[src/rtl/steer_pkg.sv]
package steer_pkg;
  // Strobes driven by the control toward the datapath
  typedef struct packed {
    logic loadResult; // capture the combinational decision
    logic validNext;  // next value of the output valid pulse
  } steerStrobes_t;
endpackage

[src/rtl/steer_score.sv]
module steer_score #(
  parameter int unsigned NUM_CLUSTERS = 4,
  parameter int unsigned NUM_SRCS     = 4,
  parameter int unsigned SCORE_W      = 3,
  parameter int unsigned CID_W        = 2
) (
  input  logic [NUM_SRCS-1:0]              srcValid,
  input  logic [NUM_SRCS-1:0]              srcInFlight,
  input  logic [NUM_SRCS*CID_W-1:0]        srcCluster,
  output logic [NUM_CLUSTERS*SCORE_W-1:0]  scores
);
  // Operands that can contribute to some cluster's score
  logic [NUM_SRCS-1:0] srcLive;
  assign srcLive = srcValid & srcInFlight;

  for (genvar c = 0; c < NUM_CLUSTERS; c++) begin : gScore
    logic [SCORE_W-1:0] count;
    always_comb begin
      count = '0;
      for (int s = 0; s < NUM_SRCS; s++) begin
        if (srcLive[s] && (srcCluster[s*CID_W +: CID_W] == CID_W'(c)))
          count = count + SCORE_W'(1);
      end
    end
    assign scores[c*SCORE_W +: SCORE_W] = count;
  end
endmodule

[src/rtl/steer_datapath.sv]
module steer_datapath
  import steer_pkg::*;
#(
  parameter int unsigned NUM_CLUSTERS = 4,
  parameter int unsigned NUM_SRCS     = 4,
  parameter int unsigned SCORE_W      = 3,
  parameter int unsigned CID_W        = 2
) (
  input  logic                       clk,
  input  logic                       rstN,
  input  steerStrobes_t              strobes,
  input  logic [NUM_SRCS-1:0]        srcValid,
  input  logic [NUM_SRCS-1:0]        srcInFlight,
  input  logic [NUM_SRCS*CID_W-1:0]  srcCluster,
  input  logic [NUM_CLUSTERS-1:0]    capMask,
  input  logic [NUM_CLUSTERS-1:0]    restrictMask,
  output logic                       outValid,
  output logic [CID_W-1:0]           outCluster,
  output logic                       outNoLegal
);
  logic [NUM_CLUSTERS*SCORE_W-1:0] scores;
  logic [SCORE_W-1:0]              scoreArr [NUM_CLUSTERS];
  logic [NUM_CLUSTERS-1:0]         eligible;
  logic                            found;
  logic [CID_W-1:0]                bestId;
  logic [SCORE_W-1:0]              bestScore;
  logic [NUM_CLUSTERS-1:0]         beaten;

  steer_score #(
    .NUM_CLUSTERS(NUM_CLUSTERS), .NUM_SRCS(NUM_SRCS),
    .SCORE_W(SCORE_W), .CID_W(CID_W)
  ) uScore (
    .srcValid(srcValid), .srcInFlight(srcInFlight),
    .srcCluster(srcCluster), .scores(scores)
  );

  assign eligible = capMask & restrictMask;

  for (genvar c = 0; c < NUM_CLUSTERS; c++) begin : gUnpack
    assign scoreArr[c] = scores[c*SCORE_W +: SCORE_W];
    // Eligible cluster with a strictly higher score than the pick
    assign beaten[c]   = eligible[c] && (scoreArr[c] > bestScore);
  end

  // Ascending scan, strict compare: ties stay with the lower id
  always_comb begin
    found     = 1'b0;
    bestId    = '0;
    bestScore = '0;
    for (int c = 0; c < NUM_CLUSTERS; c++) begin
      if (eligible[c] && (!found || scoreArr[c] > bestScore)) begin
        found     = 1'b1;
        bestId    = CID_W'(c);
        bestScore = scoreArr[c];
      end
    end
  end

  always_ff @(posedge clk) begin
    if (!rstN) begin
      outValid   <= 1'b0;
      outCluster <= '0;
      outNoLegal <= 1'b0;
    end else begin
      outValid <= strobes.validNext;
      if (strobes.loadResult) begin
        outCluster <= found ? bestId : '0;
        outNoLegal <= !found;
      end
    end
  end

  AST_NO_BETTER_CLUSTER: assert property (@(posedge clk) disable iff (!rstN)
    strobes.loadResult |-> (beaten == '0));

  AST_PICK_IS_LEGAL: assert property (@(posedge clk) disable iff (!rstN)
    ($past(strobes.loadResult) && !outNoLegal) |->
      ((($past(eligible)) >> outCluster) & NUM_CLUSTERS'(1)) != '0);

  AST_NOLEGAL_ZERO_ID: assert property (@(posedge clk) disable iff (!rstN)
    outNoLegal |-> (outCluster == '0));

  AST_HOLD_DECISION: assert property (@(posedge clk) disable iff (!rstN)
    !strobes.loadResult |=> ($stable(outCluster) && $stable(outNoLegal)));
endmodule

[src/rtl/steer_control.sv]
module steer_control
  import steer_pkg::*;
(
  input  logic          clk,
  input  logic          rstN,
  input  logic          reqValid,
  input  logic          outValid,
  output steerStrobes_t strobes
);
  always_comb begin
    strobes.loadResult = reqValid && rstN;
    strobes.validNext  = reqValid && rstN;
  end

  AST_VALID_PULSE: assert property (@(posedge clk) disable iff (!rstN)
    reqValid |=> outValid);

  AST_VALID_QUIET: assert property (@(posedge clk) disable iff (!rstN)
    !reqValid |=> !outValid);
endmodule

[src/rtl/steer_unit.sv]
module steer_unit
  import steer_pkg::*;
#(
  parameter int unsigned NUM_CLUSTERS = 4,
  parameter int unsigned NUM_SRCS     = 4,
  parameter int unsigned SCORE_W      = 3,
  localparam int unsigned CID_W       = $clog2(NUM_CLUSTERS)
) (
  input  logic                       clk,
  input  logic                       rstN,
  input  logic                       reqValid,
  input  logic [NUM_SRCS-1:0]        srcValid,
  input  logic [NUM_SRCS-1:0]        srcInFlight,
  input  logic [NUM_SRCS*CID_W-1:0]  srcCluster,
  input  logic [NUM_CLUSTERS-1:0]    capMask,
  input  logic [NUM_CLUSTERS-1:0]    restrictMask,
  output logic                       outValid,
  output logic [CID_W-1:0]           outCluster,
  output logic                       outNoLegal
);
  steerStrobes_t strobes;

  steer_control uCtrl (
    .clk(clk), .rstN(rstN), .reqValid(reqValid),
    .outValid(outValid), .strobes(strobes)
  );

  steer_datapath #(
    .NUM_CLUSTERS(NUM_CLUSTERS), .NUM_SRCS(NUM_SRCS),
    .SCORE_W(SCORE_W), .CID_W(CID_W)
  ) uData (
    .clk(clk), .rstN(rstN), .strobes(strobes),
    .srcValid(srcValid), .srcInFlight(srcInFlight), .srcCluster(srcCluster),
    .capMask(capMask), .restrictMask(restrictMask),
    .outValid(outValid), .outCluster(outCluster), .outNoLegal(outNoLegal)
  );
endmodule

[config.mk]
export PLATFORM = sky130hd
export DESIGN_NAME = steer_unit
export DESIGN_NICKNAME = d
export VERILOG_FILES = /design/src/rtl/steer_pkg.sv /design/src/rtl/steer_score.sv /design/src/rtl/steer_datapath.sv /design/src/rtl/steer_control.sv /design/src/rtl/steer_unit.sv
export SDC_FILE = /design/constraint.sdc
export NUM_CORES = 1
export LEC_CHECK = 0
export ABC_CLOCK_PERIOD_IN_PS = 16100
export BUFFER_PORTS_ARGS = -buffer_cell sky130_fd_sc_hd__buf_2
export CORE_UTILIZATION = 55
export CTS_BUF_LIST = sky130_fd_sc_hd__clkbuf_8
export DETAILED_ROUTE_END_ITERATION = 8
export PLACE_DENSITY = 0.83
export SYNTH_ARGS = -nofsm -noshare
export SYNTH_HDL_FRONTEND = slang
export SYNTH_SLANG_ARGS = --single-unit
[constraint.sdc]
create_clock -name clk -period 16.1 [get_ports clk]
set_clock_uncertainty 0.1 [all_clocks]
set_input_delay 3.22 -clock clk [delete_from_list [all_inputs] [get_ports clk]]
set_output_delay 3.22 -clock clk [all_outputs]
set_load 0.01 [all_outputs]
==> results.yml <==
timing:
  setup_viol: 0
  setup_tns_ns: 0
  period_share_pct: 52.2
  tightestPinTransition_ns: 0.506
  fmax_mhz: 119
  max-slew-margin-rel_pct: 66.2
  rsz0062_at_grt: "false"
  hold_violations: 0
  slew_violations: 0
  period_needed_ns: 8.41
  setup_slack_ns: 7.69
synth:
  ys_seq_area_share_pct: 7.04
  synth_edf_count: 0
  syn_nets: 203
  synth.avg_cell_area_sq_um: 7.43
  ys_warn_count: 0
  yosysUniqueCellTypes: 39
  synth_flop_cell: "dfxtp_1"
  syn_inst: 153
  synthArstFlopShare_pct: 0
  synth_area_sq_um: 1140
  synth-seq-cells: 4
final_layout:
  drive_gt1_share_pct: 22.0
  areaGrowthSynthToFinish_pct: 19.8
  final_util_pct: 69.5
  antenna_cells: 0
  fill_cells: 183
  fin_nets: 238
  final_cells: 213
routing:
  drt_iter0_markers: 30
  route.met3.wl_um: 96
  dr.pass1.iters: 4
  wl_met2_um: 1400
  vias: 1207
  routed_wl_um: 2610
  vias_per_cell: 5.67
  ant_nets: 0
  m1WireLength_um: 1010
  top_layer_used: "met4"
  wl_per_cell_um: 12.3
  remaining_drc_errors: 0
critical_path:
  cp.required_ns: 16.14
  critPathMaxStageDelay_ns: 0.44
  path_max_fanout: 6
  crit_end: "uData.outCluster[0]$_SDFFE_PN0P_"
  ff2ff_path_depth: 2
  rrSetupSlack_ns: 15.35
  path_buf_inv: 3
  worstSetupStartpoint: "srcCluster[3]"
  critPathTopFamily: "compound AO/OA/AOI/OAI gates"
  crit_top_cell: "ha_1"
  timing.rr.end: "uData.outNoLegal$_SDFFE_PN0P_"
  r2r-start: "uData.outNoLegal$_SDFFE_PN0P_"
  crit_path_end_kind: "flip-flop"
  critPathArrivalTime_ns: 8.45
  crit_type: "input port to flip-flop"
  cp_slowest_cell: "o21bai_1"
  startpoint_type: "input port"
  crit_cells: 27
clock_tree:
  htreeDepth: 1
  clock-sinks: 4
  cts_buffers: 3
  cts.root.buffer_cell: "clkbuf_8"
  cts.clk_slew.worst_paths_ns: 0.03
  cts_resized: 0
  post-cts-setup-buffers: 0
  ctsHoldBuffers: 0
  cts_buffer_depth: 2
  clock_latency_ns: 0.22
  cts_tree: "yes"
global_route:
  antenna_found_initial: 0
  grt_pass1_vias: 1076
  grt_pass1_wl_um: 4200
  grt_max_degree: 7
  grt-ovfl-total: 0
  grt_use_total_pct: 25.8
worst_hold_path:
  hp-class: "flip-flop to flip-flop"
placed_design:
  portBuffers: 30
  dpl.cell_count: 210
  place_congestion: 0.926
  place_ws_ns: 7.59
  dp_hpwl_um: 2250
run:
  drv_cap: 0
power:
  p_total_uw: 54.5
  leakagePower_uw: 0.000692
  power.density_nw_per_um2: 40.0
  vdd_drop_max_mv: 0.0356
floorplanning:
  fp.dieH_um: 47.5
  core_sq_um: 1960
  io_pins: 31
  rows: 16
  die_x_um: 47.5
  start_util_pct: 58.0
  floorplan.die_area_sq_um: 2250
run_status:
  status: "completed"
metrics by stage:
stage / hold slack (ns) / instance area, sq um
6_report: 0.369 / 1360
5_1_grt: 0.420 / 1360
4_1_cts: 0.368 / 1360
3_5_place_dp: 0.361 / 1320
3_3_place_gp: 0.332 / 1320
2_1_floorplan: 0.384 / 1140
state kept, by name, indices dropped and copies added (netlist names):
| name | cells |
|---|---|
| uData.outNoLegal | 1 |
| uData.outCluster | 2 |
| uData.outValid | 1 |
where the power goes:
part / leakage (uW) / total [uW] / internal (uW) / switching [uW]
clock network: 0.0000216 / 21.0 / 15.9 / 5.11
logic: 0.000637 / 22.6 / 10.1 / 12.5
registers: 0.0000328 / 10.8 / 10.6 / 0.239
total: 0.000692 / 54.5 / 36.6 / 17.9
worst register-to-register path, cell delays in order, from the launching register on:
cell and delay (ns):
dfxtp_1 0.30, mux2i_1 0.16, nor2b_1 0.07
kinds of logic after synthesis:
group | Yosys count | share of synthesized area [%]
AOI/OAI and AO/OA | 30 | 18.2
xor gates and xnor gates | 10 | 8.36
adders and majority gates | 23 | 25.3
buffers and inverters | 19 | 6.27
DFF | 4 | 7.04
muxes | 8 | 7.15
and+or+nand+nor | 59 | 27.7
layout make-up:
class / instances / area, sq um / share of cell area, %
Sequential cell: 4 / 80.1 / 5.88
Multi-Input combinational cell: 130 / 986 / 72.4
Inverter: 19 / 71.3 / 5.23
Tap cell: 27 / 33.8 / 2.48
Clock buffer: 3 / 41.3 / 3.03
Timing Repair Buffer: 30 / 150 / 11.0
routing by layer:
layer | GRT usage [%] | up-vias
li1 | - | 612
met1 | 27.0 | 535
met2 | 50.4 | 50
met3 | 1.89 | 10
met4 | 13.1 | 0
met5 | 0 | -
synthesized netlist by cell type, drive strengths merged (3+ instances only):
| cell type | n | area, sq um |
|---|---|---|
| dfxtp | 4 | 80.1 |
| nand2 | 24 | 90.1 |
| ha | 23 | 288 |
| a21oi | 4 | 20.0 |
| inv | 19 | 71.3 |
| nor2b | 4 | 25.0 |
| nand3 | 5 | 25.0 |
| mux2i | 7 | 70.1 |
| nand4b | 3 | 26.3 |
| xor2 | 3 | 33.8 |
| o21ai | 11 | 55.1 |
| nand4 | 3 | 18.8 |
| xnor2 | 7 | 61.3 |
| nor2 | 7 | 26.3 |
layout by cell type (no fill, tap or decap), drive strengths merged, types with 3 or more instances in the layout:
master	instances
clkbuf	3
nand2	24
nor2b	4
xnor2	7
ha	23
mux2i	7
xor2	3
nand3	5
inv	19
nor2	7
o21ai	11
a21oi	4
buf	30
nand4b	3
dfxtp	4
nand4	3
worst min path at each step:
stage | slack, ns | cells after the start | to | from
floorplan | 0.38 | 2 | uData.outCluster[0]$_SDFFE_PN0P_ | uData.outCluster[0]$_SDFFE_PN0P_
global placement | 0.33 | 2 | uData.outCluster[0]$_SDFFE_PN0P_ | uData.outCluster[0]$_SDFFE_PN0P_
detailed placement | 0.36 | 2 | uData.outCluster[1]$_SDFFE_PN0P_ | uData.outCluster[1]$_SDFFE_PN0P_
CTS | 0.37 | 2 | uData.outCluster[1]$_SDFFE_PN0P_ | uData.outCluster[1]$_SDFFE_PN0P_
global route | 0.42 | 2 | uData.outCluster[1]$_SDFFE_PN0P_ | uData.outCluster[1]$_SDFFE_PN0P_
finish | 0.37 | 2 | uData.outCluster[1]$_SDFFE_PN0P_ | uData.outCluster[1]$_SDFFE_PN0P_
(Power assumes the default switching activity.)
